## src/rtl/opstat_pkg.sv

```systemverilog
package opstat_pkg;

  typedef enum logic [1:0] {
    OP_PROG = 2'b00,
    OP_SECT = 2'b01,
    OP_CHIP = 2'b10,
    OP_NONE = 2'b11
  } op_kind_e;

  function automatic int unsigned max3(input int unsigned a, input int unsigned b,
                                       input int unsigned c);
    int unsigned m;
    m = (a > b) ? a : b;
    return (m > c) ? m : c;
  endfunction

endpackage

```

## src/rtl/opstat_timer.sv

```systemverilog
module opstat_timer
  import opstat_pkg::*;
#(
  parameter int unsigned PROG_CYCLES = 1000,
  parameter int unsigned SECT_CYCLES = 500000,
  parameter int unsigned CHIP_CYCLES = 100000000
) (
  input  logic     clk,
  input  logic     rst_n,
  input  logic     launch,
  input  op_kind_e kind,
  output logic     busy
);

  localparam int unsigned MAXC = max3(PROG_CYCLES, SECT_CYCLES, CHIP_CYCLES);
  localparam int unsigned CW   = (MAXC < 2) ? 1 : $clog2(MAXC);

  logic [CW-1:0] cnt_q, cnt_d;
  logic          busy_q, busy_d;
  logic [CW-1:0] load_val;

  always_comb begin
    unique case (kind)
      OP_SECT: load_val = CW'(SECT_CYCLES - 1);
      OP_CHIP: load_val = CW'(CHIP_CYCLES - 1);
      default: load_val = CW'(PROG_CYCLES - 1);
    endcase
  end

  always_comb begin
    cnt_d  = cnt_q;
    busy_d = busy_q;
    if (!busy_q) begin
      if (launch) begin
        busy_d = 1'b1;
        cnt_d  = load_val;
      end
    end else if (cnt_q == '0) begin
      busy_d = 1'b0;
    end else begin
      cnt_d = cnt_q - 1'b1;
    end
  end

  always_ff @(posedge clk or negedge rst_n) begin
    if (!rst_n) begin
      cnt_q  <= '0;
      busy_q <= 1'b0;
    end else begin
      cnt_q  <= cnt_d;
      busy_q <= busy_d;
    end
  end

  assign busy = busy_q;

endmodule

```

## src/rtl/opstat_toggle.sv

```systemverilog
module opstat_toggle (
  input  logic clk,
  input  logic rst_n,
  input  logic launch,
  input  logic busy,
  input  logic rd_en,
  output logic tog
);

  logic tog_q, tog_d, tog_en;

  assign tog_en = launch | (busy & rd_en);

  always_comb begin
    tog_d = tog_q;
    if (launch) begin
      tog_d = 1'b0;
    end else if (busy && rd_en) begin
      tog_d = ~tog_q;
    end
  end

  always_ff @(posedge clk or negedge rst_n) begin
    if (!rst_n) begin
      tog_q <= 1'b0;
    end else if (tog_en) begin
      tog_q <= tog_d;
    end
  end

  assign tog = tog_q;

endmodule

```

## src/rtl/opstat_poll.sv

```systemverilog
module opstat_poll
  import opstat_pkg::*;
(
  input  logic     clk,
  input  logic     rst_n,
  input  logic     launch,
  input  op_kind_e kind,
  input  logic     data_msb,
  output logic     poll
);

  logic poll_q, poll_d;

  always_comb begin
    if (kind == OP_PROG) begin
      poll_d = ~data_msb;
    end else begin
      poll_d = 1'b0;
    end
  end

  always_ff @(posedge clk or negedge rst_n) begin
    if (!rst_n) begin
      poll_q <= 1'b0;
    end else if (launch) begin
      poll_q <= poll_d;
    end
  end

  assign poll = poll_q;

endmodule

```

## src/rtl/opstat_reporter.sv

```systemverilog
module opstat_reporter
  import opstat_pkg::*;
#(
  parameter int unsigned DATA_W      = 8,
  parameter int unsigned PROG_CYCLES = 1000,
  parameter int unsigned SECT_CYCLES = 500000,
  parameter int unsigned CHIP_CYCLES = 100000000
) (
  input  logic              clk,
  input  logic              rst_n,
  input  logic              start,
  input  logic [1:0]        op_kind,
  input  logic [DATA_W-1:0] wr_byte,
  input  logic              rd_en,
  input  logic [DATA_W-1:0] arr_data,
  output logic              busy,
  output logic [DATA_W-1:0] rd_data
);

  localparam int unsigned POLL_BIT = DATA_W - 1;
  localparam int unsigned TOG_BIT  = DATA_W - 2;

  op_kind_e kind;
  logic     launch;
  logic     busy_w;
  logic     tog_w;
  logic     poll_w;
  logic     unused_wr_low;

  assign kind          = op_kind_e'(op_kind);
  assign launch        = start & ~busy_w & (kind != OP_NONE);
  assign unused_wr_low = ^wr_byte[DATA_W-2:0];

  opstat_timer #(
    .PROG_CYCLES(PROG_CYCLES),
    .SECT_CYCLES(SECT_CYCLES),
    .CHIP_CYCLES(CHIP_CYCLES)
  ) u_timer (
    .clk   (clk),
    .rst_n (rst_n),
    .launch(launch),
    .kind  (kind),
    .busy  (busy_w)
  );

  opstat_toggle u_toggle (
    .clk   (clk),
    .rst_n (rst_n),
    .launch(launch),
    .busy  (busy_w),
    .rd_en (rd_en),
    .tog   (tog_w)
  );

  opstat_poll u_poll (
    .clk     (clk),
    .rst_n   (rst_n),
    .launch  (launch),
    .kind    (kind),
    .data_msb(wr_byte[POLL_BIT]),
    .poll    (poll_w)
  );

  for (genvar b = 0; b < DATA_W; b++) begin : g_out
    if (b == POLL_BIT) begin : g_poll
      assign rd_data[b] = busy_w ? poll_w : arr_data[b];
    end else if (b == TOG_BIT) begin : g_tog
      assign rd_data[b] = busy_w ? tog_w : arr_data[b];
    end else begin : g_pass
      assign rd_data[b] = arr_data[b];
    end
  end

  assign busy = busy_w;

endmodule

```

## config.mk

```make
export PLATFORM = sky130hd
export DESIGN_NAME = opstat_reporter
export DESIGN_NICKNAME = d
export VERILOG_FILES = /design/src/rtl/opstat_pkg.sv /design/src/rtl/opstat_timer.sv /design/src/rtl/opstat_toggle.sv /design/src/rtl/opstat_poll.sv /design/src/rtl/opstat_reporter.sv
export SDC_FILE = /design/constraint.sdc
export NUM_CORES = 1
export LEC_CHECK = 0
export BUFFER_PORTS_ARGS = -buffer_cell sky130_fd_sc_hd__clkbuf_2
export CAP_MARGIN = 20
export CORE_ASPECT_RATIO = 2
export CORE_MARGIN = 4
export CORE_UTILIZATION = 25
export DETAILED_ROUTE_END_ITERATION = 8
export PLACE_DENSITY = 0.46
export SLEW_MARGIN = 10
export SYNTH_ARGS = -nofsm -noshare
export SYNTH_HDL_FRONTEND = slang
export SYNTH_SLANG_ARGS = --single-unit
```

## constraint.sdc

```tcl
create_clock -name clk -period 3 [get_ports clk]
set_input_delay 0.6 -clock clk [delete_from_list [all_inputs] [get_ports clk]]
set_output_delay 0.6 -clock clk [all_outputs]
set_load 0.05 [all_outputs]
```

# After elaboration in Yosys (flattened, before gate mapping)
# Cells that the tools add are included.
[op_classes]
muxes = 12
add_sub_neg = 1
eq_ne = 4
bitwise_logic = 7
reduce_logical = 7
[op_table]
columns = ["operator", "n"]
rows = [
  ["27-bit two-way mux", 3],
  ["27-bit case mux with 2 select lines", 1],
  ["27-bit logical NOT", 1],
  ["27-bit by 1-bit subtractor with 27-bit output (second input constant)", 1],
  ["1-bit two-way mux", 8],
  ["2-bit != test (second input constant)", 2],
  ["2-bit AND reduction", 2],
  ["2-bit nonzero test", 2],
  ["1-bit AND", 3],
  ["1-bit inverter", 3],
  ["2-bit by 1-bit == test with 1-bit output (second input constant)", 1],
  ["2-bit == test (second input constant)", 1],
  ["2-bit logical NOT", 1],
  ["1-bit logical AND", 1],
  ["1-bit bitwise OR", 1],
]
[word_totals]
inputBits = 22
elab_cells = 35
reg_bits = 30
output_inout_bits = 9

# Longest topological paths before layout
# Gate-level depths: netlist of run 1.
[logic_depth]
ltp_word = 5
mapped_depth = 9
depth_no_buf = 7

# Cells and area by module
# Synthesis of run 1 repeated with hierarchy kept, for this count alone.
[unflattened]
cells_unflattened = 226
hier_area_um2 = 1968.1
[modules_own_cells]
columns = ["mod", "n_inst", "cells_per_inst", "seq_area_each_um2", "area_per_inst_um2"]
rows = [
  ["opstat_timer", 1, 209, 700.7, 1796.7],
  ["opstat_reporter", 1, 10, 0.0, 78.8],
  ["opstat_toggle", 1, 4, 25.0, 51.3],
  ["opstat_poll", 1, 3, 25.0, 41.3],
]

# Worst setup path before layout of run 1
# OpenSTA, ideal clock, no wires.
[synth_timing]
kind = "register to output"
start = "register u_timer.busy_q (netlist: u_timer.busy)"
end = "output rd_data[6]"
t_required_ns = 2.400
stages_incl_launch_ff = 4
arrival_time_ns = 1.791
n_path_buf = 2
path_slack_ns = 0.609
cell_sequence = "dfrtp_1 > clkbuf_1 > clkbuf_1 > mux2_2"
[synth_via]
elab_chain_cells = 1
[synth_lines]
columns = ["element", "line_no", "source"]
rows = [
  ["from (decl)", "opstat_timer.sv:19", "logic busy_q, busy_d;"],
  ["from (signal assigned)", "opstat_timer.sv:51", "busy_q <= busy_d;"],
  ["1-bit two-way mux", "opstat_reporter.sv:68", "assign rd_data[b] = busy_w ? tog_w : arr_data[b];"],
  ["to (decl)", "opstat_reporter.sv:17", "output logic [DATA_W-1:0] rd_data"],
]
# No other way between the ends.

# Final worst setup path of run 1
[layout_timing]
start = "register u_timer.cnt_q[11]"
end = "register u_timer.cnt_q[21]"
[layout_via]
elab_chain_cells = 3
elab_cells_between_ends = 6
cone_classes = "1 x add/sub; 1 x eq/ne; 2 x mux; 2 x reduce/logical"
[layout_lines]
columns = ["element", "line_no", "source"]
rows = [
  ["from (decl)", "opstat_timer.sv:18", "logic [CW-1:0] cnt_q, cnt_d;"],
  ["from (signal assigned)", "opstat_timer.sv:50", "cnt_q <= cnt_d;"],
  ["27-bit by 1-bit subtractor with 27-bit output / 27-bit logical NOT (equally long branches)", "opstat_timer.sv:41, opstat_timer.sv:38", ""],
  ["27-bit two-way mux / 2-bit != test (equally long branches)", "--", ""],
  ["27-bit two-way mux / 2-bit AND reduction (equally long branches)", "--", ""],
]
# Parallel ways exist; a longest one is shown, timed or not. The select of a mux whose other input is x is not followed.
# A chain may end at the register's enable or synchronous reset.

==> results of run 1 <==
-- cell usage after synthesis (2+ instances only) --
master	count	area share, %
sky130_fd_sc_hd__dfrtp_1	30	39
sky130_fd_sc_hd__nor2_1	16	3.1
sky130_fd_sc_hd__nand2_1	15	2.9
sky130_fd_sc_hd__inv_1	14	2.7
sky130_fd_sc_hd__o21ai_0	10	2.6
sky130_fd_sc_hd__a21oi_1	7	1.8
sky130_fd_sc_hd__ha_1	7	4.6
sky130_fd_sc_hd__nand3_1	7	1.8
sky130_fd_sc_hd__or4_1	7	2.7
sky130_fd_sc_hd__buf_4	6	2.4
sky130_fd_sc_hd__or3_1	6	2.0
sky130_fd_sc_hd__xnor2_1	6	2.7
sky130_fd_sc_hd__a31oi_1	5	1.6
sky130_fd_sc_hd__nor4_1	5	1.6
sky130_fd_sc_hd__o31ai_1	5	2.0
sky130_fd_sc_hd__clkbuf_1	4	0.78
sky130_fd_sc_hd__nor3_1	4	1.0
sky130_fd_sc_hd__o311ai_0	4	1.8
sky130_fd_sc_hd__or4_4	4	2.4
sky130_fd_sc_hd__a221oi_1	3	1.4
sky130_fd_sc_hd__a222oi_1	3	1.6
sky130_fd_sc_hd__nand3b_1	3	1.2
sky130_fd_sc_hd__o211ai_1	3	1.2
sky130_fd_sc_hd__or2_2	3	0.98
sky130_fd_sc_hd__a21o_1	2	0.78
sky130_fd_sc_hd__a31o_2	2	0.92
sky130_fd_sc_hd__and2_1	2	0.65
sky130_fd_sc_hd__buf_6	2	1.2
sky130_fd_sc_hd__mux2_2	2	1.2
sky130_fd_sc_hd__mux2i_1	2	1.0
sky130_fd_sc_hd__nand2b_1	2	0.65
sky130_fd_sc_hd__nand4_1	2	0.65
-- layout by cell type (no fill, tap or decap), drive strengths merged, types with 3 or more instances in the layout --
master / n
nor4: 5
a21oi: 8
xnor2: 6
a221oi: 3
inv: 14
buf: 7
nor3: 4
o211ai: 3
or2: 3
a31oi: 5
nand3b: 3
or4: 12
a222oi: 3
ha: 7
o21ai: 10
nand3: 7
nor2: 16
dfrtp: 30
or3: 6
clkbuf: 18
o31ai: 6
nand2: 15
o311ai: 4
-- kinds of logic after synthesis --
kind of cell | Yosys count | share of synthesized area (%)
AOI/OAI and AO/OA | 51 | 19.6
DFF | 30 | 39.2
muxes | 4 | 2.22
adders and majority gates | 7 | 4.57
buffers and inverters | 28 | 8.10
xor gates and xnor gates | 6 | 2.75
and+or+nand+nor | 80 | 23.5
-- sequential cells by signal, indices dropped and copies added (netlist names) --
signal and cells:
u_poll.poll 1, u_toggle.tog 1, u_timer.busy 1, u_timer.cnt_q 27
-- per-layer routing --
metal / vias to the layer above / GRT usage, % / wire length (um)
met3: 9 / 1.68 / 141
li1: 785 / - / -
met4: 0 / 7.14 / 150
met5: - / 0 / 0
met2: 26 / 24.8 / 3220
met1: 820 / 11.7 / 1980
-- worst max path at each step --
stage	end	slack (ns)	cells past startpoint
finish	u_timer.cnt_q[21]$_DFFE_PN0P_	0.47	6
global route	u_timer.cnt_q[5]$_DFFE_PN0P_	0.34	5
CTS	u_timer.cnt_q[5]$_DFFE_PN0P_	0.46	5
detailed placement	u_timer.cnt_q[5]$_DFFE_PN0P_	0.50	5
global placement	u_timer.cnt_q[5]$_DFFE_PN0P_	0.47	5
floorplan	rd_data[6]	0.61	3
-- cell type report --
| class | instances | area share (%) |
|---|---|---|
| clock buffers | 7 | 6.52 |
| clock inverters | 1 | 0.229 |
| inverters | 14 | 2.40 |
| multi-input cells | 148 | 46.3 |
| flip-flops and latches | 30 | 34.3 |
| well taps | 92 | 5.26 |
| repair buffers | 18 | 4.92 |
-- through the flow --
stage / util (%) / hold WS [ns]
after floorplan: - / 0.304
after CTS: 29.6 / 0.437
final: 29.6 / 0.395
after global routing: 29.6 / 0.467
after global placement: 27.6 / 0.458
after detailed placement: 27.6 / 0.461
-- power breakdown --
part	leakage [nW]	total, mW	internal, mW	switching (mW)
clock	0.0739	0.505	0.328	0.177
combinational	0.453	0.0574	0.0219	0.0355
sequential	0.317	0.428	0.417	0.0114
-- worst register-to-register path, delay by kind of cell (launching register included) --
| family | cells | cell delay, ns |
|---|---|---|
| DFF | 1 | 0.45 |
| buffers and inverters | 1 | 0.29 |
| and+or+nand+nor | 3 | 1.20 |
| AOI/OAI and AO/OA | 2 | 0.48 |
==> impl_metrics.prom, run 1 <==
# TYPE chip_impl_metric gauge
chip_impl_info{name="result_of_the_run",value="complete, no violations"} 1
chip_impl_info{name="worstReg2RegStart",value="u_timer.cnt_q[11]$_DFFE_PN0P_"} 1
chip_impl_metric{name="antenna_found_initial",unit=""} 0
chip_impl_metric{name="place_congestion",unit=""} 0.799
chip_impl_metric{name="dp_worst_setup_slack",unit="ns"} 0.496
chip_impl_metric{name="die_area",unit="sq mm"} 0.00921
chip_impl_metric{name="syn_to_final_growth",unit="%"} 14.2
chip_impl_metric{name="grt_start_max_net_pins",unit=""} 31
chip_impl_metric{name="yosys_register_bits",unit=""} 30
chip_impl_metric{name="floorplan.initialDensity",unit="%"} 25.9
chip_impl_metric{name="finalNetCount",unit=""} 246
chip_impl_metric{name="post-cts-setup-buffers",unit=""} 0
chip_impl_metric{name="seq_area",unit="sq um"} 751
chip_impl_metric{name="detailed_place_hpwl",unit="mm"} 4.00
chip_impl_metric{name="final_layout_size_suffix_gt1_share",unit="%"} 18.8
chip_impl_metric{name="async_flop_share",unit="%"} 100
chip_impl_info{name="timing.hold.worst.class",value="primary input to asynchronous set/reset pin"} 1
chip_impl_metric{name="place_inst",unit=""} 302
chip_impl_metric{name="io_pins",unit=""} 31
chip_impl_metric{name="layoutNonFillerInstCount",unit=""} 310
chip_impl_info{name="setup.worst_path.start_class",value="register"} 1
chip_impl_metric{name="setup_viol",unit=""} 0
chip_impl_info{name="criticalPathCategory",value="register to register"} 1
chip_impl_metric{name="cpPeakStageDelay",unit="ns"} 0.62
chip_impl_info{name="worst_path_cell_chain",value="or4_1 > or3_1 > o31ai_4 > buf_4 > nor4_1 > a211o_1"} 1
chip_impl_metric{name="detail_route.wirelength",unit="mm"} 5.49
chip_impl_metric{name="crit_required",unit="ns"} 3.16
chip_impl_metric{name="cts_resized",unit=""} 0
chip_impl_metric{name="vias_per_cell",unit=""} 5.29
chip_impl_info{name="worst_setup_path_startpoint",value="u_timer.cnt_q[11]$_DFFE_PN0P_"} 1
chip_impl_metric{name="layout_filler_cell_count",unit=""} 822
chip_impl_metric{name="cts_bufs_inserted",unit=""} 5
chip_impl_metric{name="worst-endpoint-arrival",unit="ns"} 2.69
chip_impl_metric{name="die-height",unit="um"} 132
chip_impl_metric{name="drtAntennaViolNets",unit=""} 0
chip_impl_metric{name="num_vias",unit=""} 1640
chip_impl_metric{name="grt_first_pass_wirelength",unit="mm"} 8.88
chip_impl_metric{name="multi_input_comb_area",unit="sq mm"} 0.00101
chip_impl_metric{name="port-buffer-count",unit=""} 11
chip_impl_metric{name="timing.max_cap.violations",unit=""} 0
chip_impl_metric{name="timing.final.hold_violations",unit=""} 0
chip_impl_info{name="worst_path_max_delay_cell",value="sky130_fd_sc_hd__or4_1"} 1
chip_impl_metric{name="synth.lib_cells_used.distinct",unit=""} 45
chip_impl_metric{name="synth_edf_count",unit=""} 0
chip_impl_metric{name="drcViolationCount",unit=""} 0
chip_impl_metric{name="route.detailed.wl_per_inst",unit="um"} 17.7
chip_impl_metric{name="final_max_slew_violation_count",unit=""} 0
chip_impl_metric{name="placementRows",unit=""} 44
chip_impl_info{name="crit_family",value="simple AND/OR/NAND/NOR gates"} 1
chip_impl_metric{name="static-leakage-power",unit="nW"} 0.845
chip_impl_metric{name="max_slew_margin",unit="%"} 46.9
chip_impl_metric{name="irDropWorstVdd",unit="mV"} 0.328
chip_impl_metric{name="avgSynthCellArea",unit="sq um"} 9.29
chip_impl_metric{name="via_count_of_the_first_global_routing_pass",unit=""} 1749
chip_impl_metric{name="path_buf_inv",unit=""} 1
chip_impl_metric{name="syn_area",unit="sq mm"} 0.00191
chip_impl_metric{name="numClockSinks",unit=""} 30
chip_impl_metric{name="first_iter_violations",unit=""} 54
chip_impl_metric{name="place_area",unit="sq mm"} 0.00204
chip_impl_metric{name="cts.reportedPaths.clkPinSlew",unit="ns"} 0.05
chip_impl_metric{name="cts_hold_repair.buffers",unit=""} 0
chip_impl_info{name="cts_root_buffer",value="sky130_fd_sc_hd__clkbuf_16"} 1
chip_impl_metric{name="clk-insertion-delay-late",unit="ns"} 0.28
chip_impl_metric{name="global_route.overflow_total",unit=""} 0
chip_impl_metric{name="crit_path_setup_slack_layout",unit="ns"} 0.469
chip_impl_metric{name="drt-pass1-iter-count",unit=""} 4
chip_impl_metric{name="synth_fp_nets",unit=""} 235
chip_impl_metric{name="ys.warnings.count",unit=""} 0
chip_impl_metric{name="max_frequency",unit="MHz"} 395
chip_impl_metric{name="htreeDepth",unit=""} 2
chip_impl_metric{name="r2r.worst_path.cells",unit=""} 6
chip_impl_info{name="dominantRegCellSynth",value="sky130_fd_sc_hd__dfrtp_1"} 1
chip_impl_metric{name="post-layout-total-power",unit="mW"} 0.990
chip_impl_metric{name="gr-usage-all-layers",unit="%"} 12.6
chip_impl_metric{name="tightestPinTransition",unit="ns"} 0.797
chip_impl_metric{name="final_design_area_no_fill",unit="sq mm"} 0.00219
chip_impl_metric{name="n_antenna_cell",unit=""} 0
chip_impl_info{name="worst_r2r_endpoint",value="u_timer.cnt_q[21]$_DFFE_PN0P_"} 1
chip_impl_metric{name="postSynthCellCount",unit=""} 206
chip_impl_metric{name="setup_total_negative_slack",unit="ns"} 0
chip_impl_info{name="rsz0062_at_grt",value="no"} 1
chip_impl_info{name="endpoint_kind",value="register"} 1
chip_impl_metric{name="highest_net_fanout_along_the_worst_path",unit=""} 22
chip_impl_metric{name="power_density",unit="mW/mm^2"} 453
chip_impl_metric{name="layout_min_cycle_time",unit="ns"} 2.53
chip_impl_metric{name="final.setup_skew",unit="ns"} 0.00456
chip_impl_info{name="tritoncts",value="yes"} 1
chip_impl_metric{name="synth.yosys.seq_area_share",unit="%"} 39.2
chip_impl_metric{name="regToRegSetupSlack",unit="ns"} 0.47
chip_impl_metric{name="final_worst_path_cycle_share",unit="%"} 84.4
chip_impl_metric{name="clk_path_buf_depth",unit=""} 2
chip_impl_metric{name="die_width",unit="um"} 69.9
chip_impl_metric{name="floorplan.core_area",unit="sq mm"} 0.00738
(Power assumes the default switching activity.)
==> inputs of run 2 (changes only) <==
==> constraint.sdc (replaced) <==
create_clock -name clk -period 2.45 [get_ports clk]
set_input_delay 0.49 -clock clk [delete_from_list [all_inputs] [get_ports clk]]
set_output_delay 0.49 -clock clk [all_outputs]
set_load 0.05 [all_outputs]
==> impl_metrics.prom, run 2 (same netlist as run 1, synthesis figures left out) <==
# TYPE chip_impl_metric gauge
chip_impl_info{name="result_of_the_run",value="complete, no violations"} 1
chip_impl_metric{name="worst-endpoint-arrival",unit="ns"} 2.54
chip_impl_metric{name="vias_per_cell",unit=""} 5.22
chip_impl_info{name="final_cell_mix",value="34 x sky130_fd_sc_hd__buf_4, 30 x sky130_fd_sc_hd__dfrtp_1, 16 x sky130_fd_sc_hd__nor2_1"} 1
chip_impl_metric{name="clk_path_buf_depth",unit=""} 2
chip_impl_metric{name="drcViolationCount",unit=""} 0
chip_impl_metric{name="power_density",unit="mW/mm^2"} 500
chip_impl_metric{name="cts.reportedPaths.clkPinSlew",unit="ns"} 0.05
chip_impl_metric{name="max_frequency",unit="MHz"} 420
chip_impl_metric{name="drtAntennaViolNets",unit=""} 0
chip_impl_metric{name="cts_bufs_inserted",unit=""} 5
chip_impl_metric{name="place_area",unit="sq mm"} 0.00224
chip_impl_info{name="topRoutingLayerUsed",value="met4"} 1
chip_impl_metric{name="dr_wl_met3",unit="um"} 193
chip_impl_metric{name="layout_filler_cell_count",unit=""} 799
chip_impl_metric{name="timing.final.hold_violations",unit=""} 0
chip_impl_metric{name="die_width",unit="um"} 69.9
chip_impl_metric{name="post-cts-setup-buffers",unit=""} 0
chip_impl_info{name="layout_commonest_cell",value="sky130_fd_sc_hd__buf_4"} 1
chip_impl_metric{name="highest_net_fanout_along_the_worst_path",unit=""} 10
chip_impl_metric{name="tightestPinTransition",unit="ns"} 0.770
chip_impl_metric{name="drt-pass1-iter-count",unit=""} 4
chip_impl_metric{name="die-height",unit="um"} 132
chip_impl_metric{name="detail_route.wirelength.met1",unit="mm"} 1.89
chip_impl_metric{name="largest_register_ffs",unit=""} 27
chip_impl_metric{name="static-leakage-power",unit="nW"} 0.973
chip_impl_info{name="endpoint_kind",value="register"} 1
chip_impl_metric{name="final_worst_path_cycle_share",unit="%"} 97.2
chip_impl_metric{name="placementRows",unit=""} 44
chip_impl_metric{name="layout_min_cycle_time",unit="ns"} 2.38
chip_impl_metric{name="antenna_found_initial",unit=""} 0
chip_impl_metric{name="place_congestion",unit=""} 0.887
chip_impl_metric{name="port-buffer-count",unit=""} 11
chip_impl_metric{name="final_max_slew_violation_count",unit=""} 0
chip_impl_metric{name="num_vias",unit=""} 1748
chip_impl_metric{name="irDropWorstVdd",unit="mV"} 0.454
chip_impl_metric{name="detailed_place_hpwl",unit="mm"} 4.45
chip_impl_metric{name="floorplan.initialDensity",unit="%"} 25.9
chip_impl_info{name="tritoncts",value="yes"} 1
chip_impl_metric{name="floorplan.core_area",unit="sq mm"} 0.00738
chip_impl_metric{name="cts_hold_repair.buffers",unit=""} 0
chip_impl_metric{name="grt_first_pass_wirelength",unit="mm"} 9.10
chip_impl_metric{name="post-layout-total-power",unit="mW"} 1.20
chip_impl_metric{name="global_route.overflow_total",unit=""} 0
chip_impl_metric{name="numClockSinks",unit=""} 30
chip_impl_metric{name="clk-insertion-delay-late",unit="ns"} 0.28
chip_impl_metric{name="crit_required",unit="ns"} 2.61
chip_impl_metric{name="first_iter_violations",unit=""} 60
chip_impl_info{name="regMostFlops",value="u_timer.cnt_q"} 1
chip_impl_metric{name="setup_viol",unit=""} 0
chip_impl_metric{name="n_antenna_cell",unit=""} 0
chip_impl_metric{name="finalNetCount",unit=""} 273
chip_impl_metric{name="final_layout_size_suffix_gt1_share",unit="%"} 28.8
chip_impl_metric{name="timing.max_cap.violations",unit=""} 0
chip_impl_info{name="timing.hold.worst.class",value="primary input to asynchronous set/reset pin"} 1
chip_impl_info{name="setup.worst_path.start_class",value="register"} 1
chip_impl_metric{name="route.detailed.wl_per_inst",unit="um"} 17.0
chip_impl_metric{name="final_design_area_no_fill",unit="sq mm"} 0.00239
chip_impl_metric{name="seq_area",unit="sq um"} 751
chip_impl_metric{name="detail_route.wirelength",unit="mm"} 5.69
chip_impl_metric{name="gr-usage-all-layers",unit="%"} 13.0
chip_impl_metric{name="htreeDepth",unit=""} 2
chip_impl_metric{name="grt_start_max_net_pins",unit=""} 31
chip_impl_info{name="rsz0062_at_grt",value="yes"} 1
chip_impl_metric{name="via_count_of_the_first_global_routing_pass",unit=""} 1784
chip_impl_metric{name="wl_met2",unit="mm"} 3.34
chip_impl_metric{name="final.setup_skew",unit="ns"} 0.00558
chip_impl_metric{name="io_pins",unit=""} 31
chip_impl_metric{name="die_area",unit="sq mm"} 0.00921
chip_impl_metric{name="syn_to_final_growth",unit="%"} 25.0
chip_impl_metric{name="multi_input_comb_area",unit="sq mm"} 0.00103
chip_impl_metric{name="max_slew_margin",unit="%"} 48.6
chip_impl_metric{name="fin_util",unit="%"} 32.4
chip_impl_info{name="criticalPathCategory",value="register to register"} 1
chip_impl_info{name="cts_root_buffer",value="sky130_fd_sc_hd__clkbuf_16"} 1
==> run 2: changes by cell type in the layout (fill, tap and decap cells not counted), sizes merged <==
cell	delta
buf	+27
clkbuf	-1
clkinv	-1
==> run 2: area by class of cell <==
| class | instances | area share (%) |
|---|---|---|
| timing repair buffer | 45 | 13.0 |
| inverter | 14 | 2.20 |
| sequential | 30 | 31.4 |
| tap | 92 | 4.81 |
| multi-input combinational | 148 | 42.9 |
| clock buffer | 6 | 5.80 |
==> run 2: what timing repair did <==
action                                  in CTS  in global routing
pin swaps                                    0                  0
gates resized for setup                      1                  2
endpoints found under the setup margin       3                  6
==> run 2: final timing paths <==
path | slack (ns) | endpoint | depth (start not counted) | from
worst min-delay path | 0.28 | u_timer.cnt_q[3]$_DFFE_PN0P_ | 1 | rst_n
min in group clk | 0.46 | u_poll.poll$_DFFE_PN0P_ | 2 | u_poll.poll$_DFFE_PN0P_
max in group asynchronous | 1.68 | u_timer.cnt_q[22]$_DFFE_PN0P_ | 1 | rst_n
worst min register to register | 0.46 | u_poll.poll$_DFFE_PN0P_ | 2 | u_poll.poll$_DFFE_PN0P_
worst max-delay path | 0.07 | u_timer.cnt_q[21]$_DFFE_PN0P_ | 6 | u_timer.cnt_q[9]$_DFFE_PN0P_
worst max register to register | 0.07 | u_timer.cnt_q[21]$_DFFE_PN0P_ | 6 | u_timer.cnt_q[9]$_DFFE_PN0P_
==> run 2: where the power goes <==
group	internal, mW	switching [mW]	total (mW)
clock network	0.391	0.205	0.596
logic	0.0312	0.0485	0.0797
registers	0.511	0.0102	0.521
total	0.933	0.264	1.20
==> run 2: layer usage <==
metal | vias to the layer above | track usage [%]
met2 | 47 | 24.7
met4 | 0 | 9.70
met5 | - | 0
met3 | 17 | 1.83
met1 | 844 | 11.9
li1 | 840 | -
==> run 2: critical path, stage by stage (launching register included) <==
cell	delay [ns]
sky130_fd_sc_hd__dfrtp_1	0.38
sky130_fd_sc_hd__or4_4	0.58
sky130_fd_sc_hd__or4_4	0.57
sky130_fd_sc_hd__o31ai_4	0.24
sky130_fd_sc_hd__buf_4	0.22
sky130_fd_sc_hd__nor4_1	0.07
sky130_fd_sc_hd__a211o_1	0.22
==> run 2: per-stage QoR <==
step / hold slack, ns / cells / setup TNS, ns / worst slack [ns]
after floorplan: 0.194 / 206 / 0 / 0.0837
after global placement: 0.454 / 329 / -0.0336 / -0.0336
after detailed placement: 0.455 / 329 / -0.0208 / -0.0208
after CTS: 0.310 / 335 / 0 / 0.0231
after global routing: 0.341 / 335 / -0.0101 / -0.0101
final: 0.276 / 335 / 0 / 0.0684
==> inputs of run 3 (changes only) <==
--- a/config.mk
+++ b/config.mk
@@ -10,6 +10,7 @@
 export CORE_ASPECT_RATIO = 2
 export CORE_MARGIN = 4
 export CORE_UTILIZATION = 25
+export CTS_BUF_LIST = sky130_fd_sc_hd__clkbuf_8
 export DETAILED_ROUTE_END_ITERATION = 8
 export PLACE_DENSITY = 0.46
 export SLEW_MARGIN = 10
==> impl_metrics.prom, run 3 (same netlist as run 1, synthesis figures left out) <==
# TYPE chip_impl_metric gauge
chip_impl_info{name="layout_commonest_cell",value="sky130_fd_sc_hd__buf_4"} 1
chip_impl_metric{name="place_inst",unit=""} 329
chip_impl_metric{name="cts.reportedPaths.clkPinSlew",unit="ns"} 0.06
chip_impl_metric{name="numClockSinks",unit=""} 30
chip_impl_metric{name="largest_register_ffs",unit=""} 27
chip_impl_metric{name="power_density",unit="mW/mm^2"} 426
chip_impl_info{name="endpoint_kind",value="register"} 1
chip_impl_metric{name="path_buf_inv",unit=""} 1
chip_impl_metric{name="place_area",unit="sq mm"} 0.00224
chip_impl_metric{name="grt_first_pass_wirelength",unit="mm"} 9.05
chip_impl_metric{name="clk_path_buf_depth",unit=""} 2
chip_impl_metric{name="vias_per_cell",unit=""} 5.18
chip_impl_metric{name="clk-insertion-delay-late",unit="ns"} 0.29
chip_impl_metric{name="layout_min_cycle_time",unit="ns"} 2.39
chip_impl_metric{name="placementRows",unit=""} 44
chip_impl_info{name="worst_path_cell_chain",value="or4_4 > or4_4 > o31ai_4 > buf_4 > nor4_1 > a211o_1"} 1
chip_impl_info{name="rsz0062_at_grt",value="yes"} 1
chip_impl_metric{name="n_antenna_cell",unit=""} 0
chip_impl_metric{name="finalNetCount",unit=""} 273
chip_impl_metric{name="final.setup_skew",unit="ns"} 0.00658
chip_impl_metric{name="final_design_area_no_fill",unit="sq mm"} 0.00234
chip_impl_metric{name="htreeDepth",unit=""} 2
chip_impl_metric{name="port-buffer-count",unit=""} 11
chip_impl_metric{name="setup_viol",unit=""} 0
chip_impl_metric{name="max_frequency",unit="MHz"} 418
chip_impl_metric{name="timing.final.hold_violations",unit=""} 0
chip_impl_metric{name="regToRegSetupSlack",unit="ns"} 0.06
chip_impl_metric{name="drtAntennaViolNets",unit=""} 0
chip_impl_metric{name="irDropWorstVdd",unit="mV"} 0.321
chip_impl_metric{name="die_area",unit="sq mm"} 0.00921
chip_impl_metric{name="grt_start_max_net_pins",unit=""} 31
chip_impl_metric{name="die_width",unit="um"} 69.9
chip_impl_metric{name="place_congestion",unit=""} 0.887
chip_impl_metric{name="tightestPinTransition",unit="ns"} 0.773
chip_impl_metric{name="syn_to_final_growth",unit="%"} 22.1
chip_impl_metric{name="route.detailed.wl_per_inst",unit="um"} 17.0
chip_impl_info{name="tritoncts",value="yes"} 1
chip_impl_info{name="setup.worst_path.start_class",value="register"} 1
chip_impl_metric{name="multi_input_comb_area",unit="sq mm"} 0.00103
chip_impl_metric{name="layoutNonFillerInstCount",unit=""} 335
chip_impl_info{name="final_cell_mix",value="34 x sky130_fd_sc_hd__buf_4, 30 x sky130_fd_sc_hd__dfrtp_1, 16 x sky130_fd_sc_hd__nor2_1"} 1
chip_impl_metric{name="drt-pass1-iter-count",unit=""} 4
chip_impl_metric{name="cpPeakStageDelay",unit="ns"} 0.58
chip_impl_metric{name="final_max_slew_violation_count",unit=""} 0
chip_impl_metric{name="via_count_of_the_first_global_routing_pass",unit=""} 1776
chip_impl_metric{name="layout_filler_cell_count",unit=""} 808
chip_impl_metric{name="floorplan.core_area",unit="sq mm"} 0.00738
chip_impl_metric{name="floorplan.initialDensity",unit="%"} 25.9
chip_impl_metric{name="static-leakage-power",unit="nW"} 0.948
chip_impl_metric{name="detail_route.wirelength",unit="mm"} 5.69
chip_impl_info{name="crit_family",value="simple AND/OR/NAND/NOR gates"} 1
chip_impl_metric{name="seq_area",unit="sq um"} 751
chip_impl_info{name="timing.hold.worst.class",value="primary input to asynchronous set/reset pin"} 1
chip_impl_metric{name="timing.max_cap.violations",unit=""} 0
chip_impl_metric{name="detailed_place_hpwl",unit="mm"} 4.45
chip_impl_info{name="worst_path_max_delay_cell",value="sky130_fd_sc_hd__or4_4"} 1
chip_impl_metric{name="die-height",unit="um"} 132
chip_impl_metric{name="final_layout_size_suffix_gt1_share",unit="%"} 28.8
chip_impl_metric{name="num_vias",unit=""} 1736
chip_impl_metric{name="antenna_found_initial",unit=""} 0
chip_impl_metric{name="gr-usage-all-layers",unit="%"} 12.9
chip_impl_metric{name="highest_net_fanout_along_the_worst_path",unit=""} 10
chip_impl_metric{name="first_iter_violations",unit=""} 88
chip_impl_metric{name="cts_hold_repair.buffers",unit=""} 0
chip_impl_metric{name="global_route.overflow_total",unit=""} 0
chip_impl_metric{name="final_worst_path_cycle_share",unit="%"} 97.6
chip_impl_info{name="timing.critical_path.mode_cell",value="sky130_fd_sc_hd__or4_4"} 1
chip_impl_info{name="criticalPathCategory",value="register to register"} 1
chip_impl_info{name="cts_root_buffer",value="sky130_fd_sc_hd__clkbuf_8"} 1
chip_impl_metric{name="crit_required",unit="ns"} 2.63
chip_impl_metric{name="worst-endpoint-arrival",unit="ns"} 2.57
chip_impl_info{name="regMostFlops",value="u_timer.cnt_q"} 1
chip_impl_info{name="result_of_the_run",value="complete, no violations"} 1
chip_impl_metric{name="cts_bufs_inserted",unit=""} 5
chip_impl_metric{name="drcViolationCount",unit=""} 0
chip_impl_metric{name="max_slew_margin",unit="%"} 48.4
chip_impl_metric{name="io_pins",unit=""} 31
[run 3: worst paths after layout]
kind | from | to | depth (start not counted)
worst max-delay path | u_timer.cnt_q[9]$_DFFE_PN0P_ | u_timer.cnt_q[21]$_DFFE_PN0P_ | 6
min in group clk | rd_en | u_toggle.tog$_DFFE_PN0P_ | 3
max in group asynchronous | rst_n | u_timer.cnt_q[14]$_DFFE_PN0P_ | 1
worst min-delay path | rst_n | u_timer.cnt_q[3]$_DFFE_PN0P_ | 1
worst min register to register | u_poll.poll$_DFFE_PN0P_ | u_poll.poll$_DFFE_PN0P_ | 2
worst max register to register | u_timer.cnt_q[9]$_DFFE_PN0P_ | u_timer.cnt_q[21]$_DFFE_PN0P_ | 6
[run 3: stage by stage]
stage	hold WS [ns]	setup TNS, ns	utilization (%)	total power, mW	setup WS, ns
floorplan	0.194	0	-	0.598	0.0837
global placement	0.454	-0.0336	30.4	0.610	-0.0336
detailed placement	0.455	-0.0208	30.4	0.610	-0.0208
CTS	0.292	0	31.6	1.02	0.0222
global route	0.323	-0.00916	31.7	1.04	-0.00916
finish	0.263	0	31.7	0.996	0.0596
[run 3: layout make-up]
cell class	count	share of cell area (%)
clock buffer	6	3.53
sequential	30	32.1
timing repair buffer	45	13.3
inverter	14	2.25
multi-input combinational	148	43.9
tap	92	4.93
[run 3: power by group]
part	switching [mW]	total, mW	internal, mW
logic	0.0487	0.0799	0.0312
clock network	0.180	0.396	0.216
registers	0.0104	0.520	0.510
[run 3: per-layer routing]
| metal | global-route usage, % | vias to the layer above | routed length, um |
|---|---|---|---|
| met5 | 0 | - | 0 |
| met4 | 9.38 | 0 | 231 |
| met3 | 1.60 | 16 | 162 |
| met2 | 24.8 | 37 | 3300 |
| met1 | 11.9 | 845 | 2000 |
| li1 | - | 838 | - |
[run 3: worst register-to-register path, cell delays in order (launching register included)]
cell	delay, ns
sky130_fd_sc_hd__dfrtp_1	0.38
sky130_fd_sc_hd__or4_4	0.58
sky130_fd_sc_hd__or4_4	0.57
sky130_fd_sc_hd__o31ai_4	0.24
sky130_fd_sc_hd__buf_4	0.22
sky130_fd_sc_hd__nor4_1	0.07
sky130_fd_sc_hd__a211o_1	0.22
[run 3: timing repair]
item	CTS	global route
gates resized for setup	1	2
gates cloned	0	0
buffers inserted	0	0
setup endpoints to repair	3	6
